[src/rtl/flash_status_guard.sv]
module flash_status_guard #(
  parameter int ADDR_W = 24,
  parameter int BLK_W = 8,
  parameter logic [7:0] PRESET_STATUS = 8'h00,
  parameter logic PRESET_TB = 1'b0
) (
  input  logic              clk,
  input  logic              rst_n,
  input  logic              cmd_valid,
  input  logic [7:0]        cmd_op,
  input  logic [15:0]       cmd_data,
  input  logic              busy,
  input  logic              wp_n,
  input  logic [ADDR_W-1:0] addr,
  output logic [7:0]        status_o,
  output logic [7:0]        config_o,
  output logic              rd_valid,
  output logic [7:0]        rd_data,
  output logic              prot
);
  localparam logic [7:0] OP_WREN = 8'h06;
  localparam logic [7:0] OP_WRDI = 8'h04;
  localparam logic [7:0] OP_WRSR = 8'h01;
  localparam logic [7:0] OP_RDSR = 8'h05;
  localparam logic [7:0] OP_RDCR = 8'h15;
  localparam int BLK_LSB = ADDR_W - BLK_W;
  localparam logic [BLK_W:0] NUM_BLK = {1'b1, {BLK_W{1'b0}}};
  localparam logic [BLK_W:0] ONE_BLK = {{BLK_W{1'b0}}, 1'b1};
  localparam logic [3:0] BP_FULL = 4'(BLK_W + 1);

  logic       wel;
  logic [3:0] bp;
  logic       qe;
  logic       srwd;
  logic       tb;

  wire is_op = cmd_valid;
  wire wr_ok = is_op && cmd_op == OP_WRSR && wel && !busy && !(srwd && !wp_n);

  assign status_o = {srwd, qe, bp, wel, busy};
  assign config_o = {4'b0, tb, 3'b0};

  always_ff @(posedge clk or negedge rst_n) begin
    if (!rst_n) begin
      wel  <= 1'b0;
      bp   <= PRESET_STATUS[5:2];
      qe   <= PRESET_STATUS[6];
      srwd <= PRESET_STATUS[7];
      tb   <= PRESET_TB;
    end else if (wr_ok) begin
      wel  <= 1'b0;
      bp   <= cmd_data[5:2];
      qe   <= cmd_data[6];
      srwd <= cmd_data[7];
      tb   <= tb | cmd_data[11];
    end else if (is_op && cmd_op == OP_WREN) begin
      wel <= 1'b1;
    end else if (is_op && cmd_op == OP_WRDI) begin
      wel <= 1'b0;
    end
  end

  always_ff @(posedge clk or negedge rst_n) begin
    if (!rst_n) begin
      rd_valid <= 1'b0;
      rd_data  <= 8'h00;
    end else begin
      rd_valid <= is_op && (cmd_op == OP_RDSR || cmd_op == OP_RDCR);
      if (is_op && cmd_op == OP_RDSR) rd_data <= status_o;
      else if (is_op && cmd_op == OP_RDCR) rd_data <= config_o;
    end
  end

  logic [BLK_W:0] span;
  logic [BLK_W:0] blk;

  assign blk = {1'b0, addr[ADDR_W-1:BLK_LSB]};

  always_comb begin
    if (bp == 4'd0) span = '0;
    else if (bp >= BP_FULL) span = NUM_BLK;
    else span = ONE_BLK << (bp - 4'd1);
  end

  assign prot = (span != '0) && (tb ? (blk < span) : (blk >= NUM_BLK - span));
endmodule

[config.mk]
export PLATFORM = sky130hd
export DESIGN_NAME = flash_status_guard
export DESIGN_NICKNAME = d
export VERILOG_FILES = /design/src/rtl/flash_status_guard.sv
export SDC_FILE = /design/constraint.sdc
export NUM_CORES = 1
export LEC_CHECK = 0
export BUFFER_PORTS_ARGS = -buffer_cell sky130_fd_sc_hd__buf_2
export CAP_MARGIN = 20
export CORE_MARGIN = 2
export CORE_UTILIZATION = 43
export CTS_BUF_LIST = sky130_fd_sc_hd__clkbuf_16
export CTS_CLUSTER_DIAMETER = 30
export DETAILED_ROUTE_END_ITERATION = 7
export PLACE_DENSITY_LB_ADDON = 0.3
export SLEW_MARGIN = 0
export SYNTH_ARGS = -nofsm -noshare
export SYNTH_HDL_FRONTEND = slang
export SYNTH_SLANG_ARGS = --single-unit
[constraint.sdc]
create_clock -name clk -period 3.2 [get_ports clk]
set_clock_uncertainty 0.2 [all_clocks]
set_input_delay 0.16 -clock clk [delete_from_list [all_inputs] [get_ports clk]]
set_output_delay 0.16 -clock clk [all_outputs]
set_load 0.01 [all_outputs]
Yosys cells after proc, flatten, opt, wreduce, memory -nomap -nowiden --
Cells that the tools add are included. Widths: inputs -> output; s select.
Operators by class: add/sub/neg operators 2, magnitude comparators 3, equality and inequality tests 5, shifts and indexed selects 1, mux-type cells 8, bitwise operators 1, reduce and logical (&&, ||, !) cells 19
Operator list (number):
- $eq 8x3->1 const B | 3
- $mux 9 | 2
- $mux 8 | 2
- $logic_and 1x1->1 | 11
- $ge 8x9->1 | 1
- $lt 8x9->1 | 1
- $reduce_bool 9->1 | 1
- $shl 1x4->9 const A | 1
- $sub 9x9->9 const A | 1
- $eq 8x1->1 const B | 1
- $eq 8x5->1 const B | 1
- $ge 4x4->1 const B | 1
- $logic_not 4->1 | 1
- $mux 1 | 4
- $sub 4x1->4 const B | 1
- $logic_not 1->1 | 3
- $reduce_bool 3->1 | 1
- $reduce_bool 2->1 | 1
- $logic_or 1x1->1 | 1
- $or 1x1->1 | 1
Storage, ports and cells: flip-flop bits (word level) 17, input bits 53, output and inout bits 26, word-level logic and storage cells 46

Logic depth before layout (Yosys ltp) --
Gate-level depths: netlist (run 1).
depth after elaboration 8, mapped depth 12, gate-level depth less buffers 12

Worst setup path after synthesis (run 1) --
Ideal clock, no wire load.
kind register -> output, start register bp[3], end output port prot, data arrival time 2.535 ns, data required time 2.840 ns, path slack 0.305 ns, cell stages (with the launch flop) 12, buffers on the path 1, path through dfrtp_1 clkbuf_1 nor3_1 inv_1 ha_1 o21ai_0 o21ai_0 ha_1 and4_1 o211ai_1 o21a_1 a311oi_1
On the way: cells in the longest elaborated chain, start to end 8, elaborated cells between the ends (all ways) 12, those cells by class add/sub: 2; order compare: 3; shift: 1; mux: 3; reduce/logical: 3
Ends and longest elaborated chain:
- start: declaration | line 32 | logic [3:0] bp;
- start signal: assignment | line 46 | bp <= PRESET_STATUS[5:2];
- start signal: assignment | line 52 | bp <= cmd_data[5:2];
- $sub 4x1->4 | line 82 | else span = ONE_BLK << (bp - 4'd1);
- $shl 1x4->9 | line 82
- $mux 9 | line 81 | else if (bp >= BP_FULL) span = NUM_BLK;
- $mux 9 (*) | line 80 | if (bp == 4'd0) span = '0;
- $sub 9x9->9 | line 85 | assign prot = (span != '0) && (tb ? (blk < span) : (blk >= NUM_BLK - span));
- $ge 8x9->1 | line 85
- $mux 1 | line 85
- $logic_and 1x1->1 (*) | line 85
- end: declaration | line 19 | output logic prot
Mark *: on every way between the ends. The rest lies on a longest branch, timed or not.

Final worst setup path (run 1) --
start register bp[1], end output port prot
The elaborated chain is that of the path after synthesis.

==> results of run 1 <==
[power breakdown]
part | total, mW | switching, mW | internal (mW) | leakage [nW]
logic | 0.0724 | 0.0360 | 0.0364 | 0.642
clock network | 0.242 | 0.0756 | 0.167 | 0.0409
registers | 0.220 | 0.00200 | 0.218 | 0.231
total | 0.535 | 0.114 | 0.422 | 0.914
[area by class of cell]
class,count,area (um^2),area share [%]
multi-input combinational,115,831,47.1
sequential,17,427,24.2
timing repair buffer,60,364,20.6
clock buffer,3,75.1,4.25
tap,33,41.3,2.34
inverter,6,22.5,1.28
clock inverter,1,5.00,0.283
[cell families after synthesis]
kind of cell               synth area share (%)
other                                     0.280
AOI/OAI and AO/OA                          15.6
muxes                                      5.71
adders and majority gates                  15.9
buffers and inverters                      10.2
DFF                                        31.8
xor gates and xnor gates                   1.31
and+or+nand+nor                            19.2
[worst max-delay path by stage]
stage                      from  endpoint  slack [ps]  depth (start not counted)
final                     bp[1]      prot          80                         12
after global routing      bp[1]      prot         -60                         12
after CTS                 bp[1]      prot          20                         12
after detailed placement  bp[1]      prot         170                         12
after global placement    bp[2]      prot         280                         11
after floorplan           bp[3]      prot         300                         11
[layout by cell type (no fill, tap or decap), types with 6 or more instances in the layout]
master,Yosys,layout
dlygate4sd3_1,0,10
dfrtp_1,17,16
conb_1,1,7
nand2_1,19,19
nand2b_1,7,7
o21ai_0,15,13
inv_1,6,6
a21oi_1,7,7
buf_2,1,46
ha_1,17,16
nor2_1,6,6
[per-stage QoR]
stage               instances  cell area, um^2  power (mW)  utilization [%]  setup TNS, ps
floorplan                 156             1360       0.261                -              0
finish                    235             1770       0.535             58.8              0
global route              235             1770       0.560             58.8          -61.0
detailed placement        220             1540       0.285             51.3              0
CTS                       234             1730       0.541             57.5              0
global placement          220             1540       0.283             51.3              0
[layer usage]
layer  vias to the layer above  track usage, %  routed length [um]
met1                       552            19.7                1220
met3                         0            3.46                 152
met5                         -               0                   0
met2                        36            32.6                1550
met4                         0            2.22                   0
li1                        617               -                   -
[sequential cells by signal (all words and copies together) (netlist names)]
signal and count:
srwd 1, qe 1, tb 1, rd_data 8, bp 4, rd_valid 1, wel 1
[worst max-delay path, delay by kind of cell, from the launching register on]
family | cells | cell delay [ps]
AOI/OAI and AO/OA | 5 | 670
DFF | 1 | 380
buffers and inverters | 2 | 250
adders and majority gates | 2 | 580
and+or+nand+nor | 3 | 640
[repair_timing]
action | 4_1_cts | 5_1_grt
buffers inserted | 0 | 1
endpoints found under the setup margin | 1 | 1
hold buffers | 10 | 0
pin swaps | 0 | 2
gates resized for setup | 3 | 9
hold endpoints to repair | 26 | 0
==> reports/metrics.yaml, run 1 <==
run_status: "finished, final reports clean"
rrSetupSlack_ps: 1170
setup.worst_path.start_class: "flop"
syn_area_um2: 1340
r2r_cells: 3
r2r-end: "bp[1]"
fp.dieW_um: 59.8
slew_viol_final: 0
hp-start: "cmd_op[4]"
wl_per_cell_um: 12.4
yosysWarnings: 0
dp_slack_ps: 170
grt_max_degree: 18
ant_nets: 0
r2r_start: "wel"
clock-root-buffer: "clkbuf_16"
initialDrtViolationCount: 19
drive_above_1_share_pct: 35.6
synth-edff-count: 0
fp-row-count: 20
n_antenna_cell: 0
htreeDepth: 1
synth_seq_cells: 17
finalCritPeriodShare_pct: 97.4
criticalPathCategory: "reg -> out"
hold-worst-slack_ps: 24.9
synth_seq_area_share_pct: 31.8
syn_inst: 150
hp-class: "in -> reg"
fin_nets: 273
grt_pass1_vias: 1173
critical_path_required_ps: 2840
io_pins: 79
maxCapViolCount: 0
fmax_mhz: 321
antenna_found_initial: 0
fp.dieH_um: 59.8
crit_slowest_cell: "dfrtp_1"
fill_cells: 277
irDropWorstVdd_mv: 0.386
crit_path_end_kind: "output pin"
synth.distinct_cells: 35
post-route-min-period_ps: 3120
initial_core_util_pct: 44.5
numCtsBuffers: 3
clk_latency_ps: 240
hold_end: "rd_data[4]"
synth_top_area_share_pct: 31.8
async_flop_share_pct: 100
setup_slack_ps: 84.6
post-dp-hpwl_um: 2320
clockBufferDepth: 2
dr.pass1.iters: 4
grt_pass1_wl_um: 4820
gp_congestion: 0.786
finalHoldViolCount: 0
grt_usage_pct: 17.0
power_density_nw_per_um2: 303
syn_area_per_cell_um2: 8.92
post_synth_main_area_contributors: "dfrtp_1 32%, ha_1 16%, buf_4 6.7%, o21ai_0 5.6%, nand2_1 5.3%"
p_leak_nw: 0.914
num_vias: 1205
via_per_inst: 5.13
cts_tree: "built"
area_growth_pct: 32.0
cpPeakStageDelay_ps: 380
io_buffers: 46
finalSetupViolations: 0
crit_path_max_fanout: 5
path_clk_slew_ps: 50
synth_most_common_cell: "nand2_1"
drc_errors: 0
die_area_um2: 3570
clkSinkCount: 17
tightest_slew_ps: 660
arrival_ps: 2760
core_um2: 3000
drt-total-wl_um: 2930
hold_depth: 2
synth_top_area_cell: "dfrtp_1"
grt_overflow: 0
max-slew-margin-rel_pct: 56.0
synthTopCellsByCount: "19 x nand2_1, 17 x dfrtp_1, 17 x ha_1, 15 x o21ai_0, 12 x buf_4"
crit_chain: "nand2b_1 > nor3_2 > inv_1 > ha_2 > o21ai_2 > a21oi_1 > ha_1 > and4_4 > o211ai_1 > o21a_1 > a311oi_2 > buf_2"
synth_ff_type: "dfrtp_1"
No activity file was read; power rests on OpenSTA's default activity.
==> run 2: changes to the inputs <==
PLACE_DENSITY = 0.79   (was unset)
PLACE_DENSITY_LB_ADDON = unset   (was 0.3)
RECOVER_POWER = 25   (was unset)
==> reports/metrics.yaml, run 2 (same netlist as run 1, synthesis figures left out) <==
run_status: "finished, final reports clean"
dr.pass1.iters: 6
io_buffers: 46
numCtsBuffers: 3
tightest_slew_ps: 887
grt.met2_usage_pct: 30.3
pwr-share-seq_pct: 41.3
clock-root-buffer: "clkbuf_16"
max-slew-margin-rel_pct: 40.9
initial_core_util_pct: 44.5
ant_nets: 0
path_buf_inv: 3
fin_nets: 273
cts_tree: "built"
critical_path_required_ps: 2840
cpPeakStageDelay_ps: 400
finalPower_mw: 0.533
grt_pass1_vias: 1118
clkSinkCount: 17
fmax_mhz: 323
mostFrequentLayoutCell: "buf_2"
num_vias: 1202
clock_power_share_pct: 45.5
intPower_mw: 0.419
cts_setup_buffers: 0
rsz0062_at_grt: "false"
clockBufferDepth: 2
power_density_nw_per_um2: 305
irDropWorstVdd_mv: 0.373
cpLargestDelayFamily: "compound AO/OA/AOI/OAI gates"
p_sw_share_pct: 21.3
n_antenna_cell: 0
finalSetupViolations: 0
drc_errors: 0
top_usage_layer: "met2"
grt_overflow: 0
slew_viol_final: 0
regMostFlops: "rd_data"
gp_congestion: 0.871
p_sw_mw: 0.114
via_per_inst: 5.11
crit_slowest_cell: "dfrtp_1"
use_met3_pct: 4.11
setup_tns_ps: 0
finalCritPeriodShare_pct: 96.7
post-route-min-period_ps: 3100
setup.worst_path.start_class: "flop"
wl_per_cell_um: 12.7
fp.dieH_um: 59.8
area_growth_pct: 30.5
io_pins: 79
grt_usage_pct: 18.2
grtUsageMet1_pct: 22.3
crit_chain: "buf_4 > nor2b_1 > nand2_1 > ha_1 > buf_4 > o21ai_1 > ha_1 > and4_1 > a221oi_1 > o21a_1 > a311oi_2 > buf_2"
criticalPathCategory: "reg -> out"
largest_reg_flops: 8
fp-row-count: 20
initialDrtViolationCount: 15
core_um2: 3000
clk_latency_ps: 240
grt_max_degree: 18
layout_common_cells: "45 x buf_2, 19 x nand2_1, 17 x ha_1, 17 x dfrtp_1, 12 x o21ai_0"
post-dp-hpwl_um: 2270
hp-class: "in -> reg"
die_area_um2: 3570
crit_path_end_kind: "output pin"
fp.dieW_um: 59.8
drt-total-wl_um: 2980
combPwrFrac_pct: 13.2
p_leak_nw: 0.906
path_clk_slew_ps: 50
grt_pass1_wl_um: 4850
rrSetupSlack_ps: 1150
maxCapViolCount: 0
arrival_ps: 2740
htreeDepth: 1
antenna_found_initial: 0
crit_path_max_fanout: 10
top_regs: "rd_data (8), bp (4)"
finalHoldViolCount: 0
drive_above_1_share_pct: 32.2
-- run 2: cell types whose count changed in the layout (fill, tap and decap cells not counted), sizes merged --
cell	before	now
inv	6	7
buf	50	49
clkbuf	3	4
clkinv	1	0
-- run 2: what timing repair did --
action                                  in CTS  in global routing
hold buffers                                10                  0
endpoints found under the setup margin       0                  1
hold endpoints to repair                    26                  0
resized for setup                            0                  7
-- run 2: per-layer routing --
layer | part of all wire, % | wire length (um)
met5 | 0 | 0
met4 | 0.84 | 25
met3 | 5.7 | 170
met2 | 50 | 1490
met1 | 43 | 1290
-- run 2: path summary, 6_finish.rpt --
check,to,depth (start not counted),startpoint
max,prot,12,bp[0]
min,rd_data[4],2,cmd_op[4]
max reg2reg,bp[3],3,wel
min reg2reg,rd_data[1],2,rd_data[1]
max in group asynchronous,bp[1],2,rst_n
min in group asynchronous,qe,2,rst_n
-- run 2: power by group through the flow --
stage | sequential, mW | clock [mW] | combinational [mW]
after floorplan | 0.225 | 0 | 0.0367
after global placement | 0.224 | 0 | 0.0589
after detailed placement | 0.224 | 0 | 0.0613
after CTS | 0.220 | 0.247 | 0.0709
after global routing | 0.220 | 0.252 | 0.0793
final | 0.220 | 0.242 | 0.0704
-- run 2: per-stage QoR --
step / worst slack, ps / cells / hold slack [ps] / util (%) / instance area, um^2
6_report: 105 / 235 / 51.6 / 58.1 / 1750
5_1_grt: 6.44 / 235 / 81.3 / 58.1 / 1750
4_1_cts: 5.48 / 235 / 53.1 / 57.5 / 1730
3_5_place_dp: 270 / 221 / -101 / 51.5 / 1550
3_3_place_gp: 272 / 221 / -102 / 51.5 / 1550
2_1_floorplan: 305 / 156 / -336 / - / 1360
-- run 2: area by class of cell --
class                   count  area [um^2]
multi-input cells         115          818
flip-flops and latches     17          425
fillers                   274         1260
clock inverters             1         3.75
clock buffers               3         75.1
inverters                   6         22.5
well taps                  33         41.3
repair buffers             60          359
==> run 3: changes to the inputs <==
PLACE_DENSITY = unset   (was 0.79)
PLACE_DENSITY_LB_ADDON = 0.3   (was unset)
==> reports/metrics.yaml, run 3 (same netlist as run 1, synthesis figures left out) <==
finalCritPeriodShare_pct: 97.4
finalSetupViolations: 0
crit_start: "bp[1]"
core_um2: 3000
grt_pass1_vias: 1173
drive_above_1_share_pct: 35.1
crit_path_max_fanout: 5
rrSetupSlack_ps: 1170
r2r-end: "bp[1]"
io_pins: 79
cpLargestDelayFamily: "compound AO/OA/AOI/OAI gates"
critical_path_required_ps: 2840
clockBufferDepth: 2
crit_chain: "nand2b_1 > nor3_2 > inv_1 > ha_2 > o21ai_2 > a21oi_1 > ha_1 > and4_4 > o211ai_1 > o21a_1 > a311oi_2 > buf_2"
r2r_cells: 3
gp_congestion: 0.786
grt_pass1_wl_um: 4820
arrival_ps: 2760
cp-endpoint: "prot"
htreeDepth: 1
antenna_found_initial: 0
dp_slack_ps: 170
crit_path_end_kind: "output pin"
n_antenna_cell: 0
slew_viol_final: 0
drc_errors: 0
finalPower_mw: 0.535
setup.worst_path.start_class: "flop"
clock-root-buffer: "clkbuf_16"
regMostFlops: "rd_data"
fp.dieW_um: 59.8
criticalPathCategory: "reg -> out"
fin_area_um2: 1760
largest_reg_flops: 8
fp-row-count: 20
grt_overflow: 0
path_clk_slew_ps: 50
fmax_mhz: 321
layout_common_cells: "45 x buf_2, 19 x nand2_1, 16 x ha_1, 16 x dfrtp_1, 13 x o21ai_0"
tightest_slew_ps: 884
power_density_nw_per_um2: 303
area_growth_pct: 31.9
cts_tree: "built"
dpl.cell_count: 220
fill_cells: 277
ant_nets: 0
max-slew-margin-rel_pct: 41.1
maxCapViolCount: 0
dr.pass1.iters: 4
top_regs: "rd_data (8), bp (4)"
finalHoldViolCount: 0
num_vias: 1205
clk_latency_ps: 240
layoutNonFillerInstCount: 235
drt-total-wl_um: 2920
clkSinkCount: 17
irDropWorstVdd_mv: 0.386
hp-class: "in -> reg"
r2r_start: "wel"
initial_core_util_pct: 44.5
mostFrequentLayoutCell: "buf_2"
grt_usage_pct: 17.0
path_buf_inv: 2
cp.depth: 12
postLayoutCoreUtil_pct: 58.8
p_leak_nw: 0.912
cpPeakStageDelay_ps: 380
numCtsBuffers: 3
via_per_inst: 5.13
io_buffers: 46
initialDrtViolationCount: 19
post-dp-hpwl_um: 2320
die_area_um2: 3570
fin_nets: 273
wl_per_cell_um: 12.4
placed_area_um2: 1540
run_status: "finished, final reports clean"
post-route-min-period_ps: 3120
grt_max_degree: 18
crit_slowest_cell: "dfrtp_1"
fp.dieH_um: 59.8
setup_slack_ps: 84.6
[run 3: area by class of cell]
cell class | instances | area, um^2 | area share, %
clock buffer | 3 | 75.1 | 4.26
tap | 33 | 41.3 | 2.34
inverter | 6 | 22.5 | 1.28
sequential | 17 | 427 | 24.2
timing repair buffer | 60 | 363 | 20.6
clock inverter | 1 | 5.00 | 0.284
multi-input combinational | 115 | 831 | 47.1
[run 3: report_power, final]
part,switching [mW],total (mW),internal (mW)
clock,0.0756,0.242,0.167
sequential,0.00200,0.220,0.218
combinational,0.0360,0.0722,0.0362
total,0.114,0.535,0.421
[run 3: worst min path at each step]
| stage | from | end | depth (start not counted) | slack [ps] |
|---|---|---|---|---|
| 2_1_floorplan | rst_n | bp[0] | 0 | -340 |
| 3_3_place_gp | rst_n | rd_valid | 1 | -110 |
| 3_5_place_dp | rst_n | rd_data[5] | 1 | -100 |
| 4_1_cts | cmd_op[4] | rd_data[4] | 2 | 30 |
| 5_1_grt | cmd_op[4] | rd_data[4] | 2 | 70 |
| 6_report | cmd_op[4] | rd_data[4] | 2 | 20 |
[run 3: per-stage QoR]
step	hold slack [ps]	setup TNS, ps
after floorplan	-336	0
final	24.9	0
after global routing	69.6	-61.0
after global placement	-108	0
after detailed placement	-98.6	0
after CTS	28.8	0
[run 3: layer usage]
metal	part of all wire, %	global-route usage (%)	vias up
li1	-	-	617
met1	42	19.7	552
met4	0	2.22	0
met2	53	32.6	36
met5	0	0	-
met3	5.2	3.46	0
[run 3: timing repair]
action,CTS,global route
pin swaps,0,2
setup endpoints to repair,1,1
hold buffers,10,0
gates resized for setup,3,9
endpoints found under the hold margin,26,0
buffers inserted,0,1
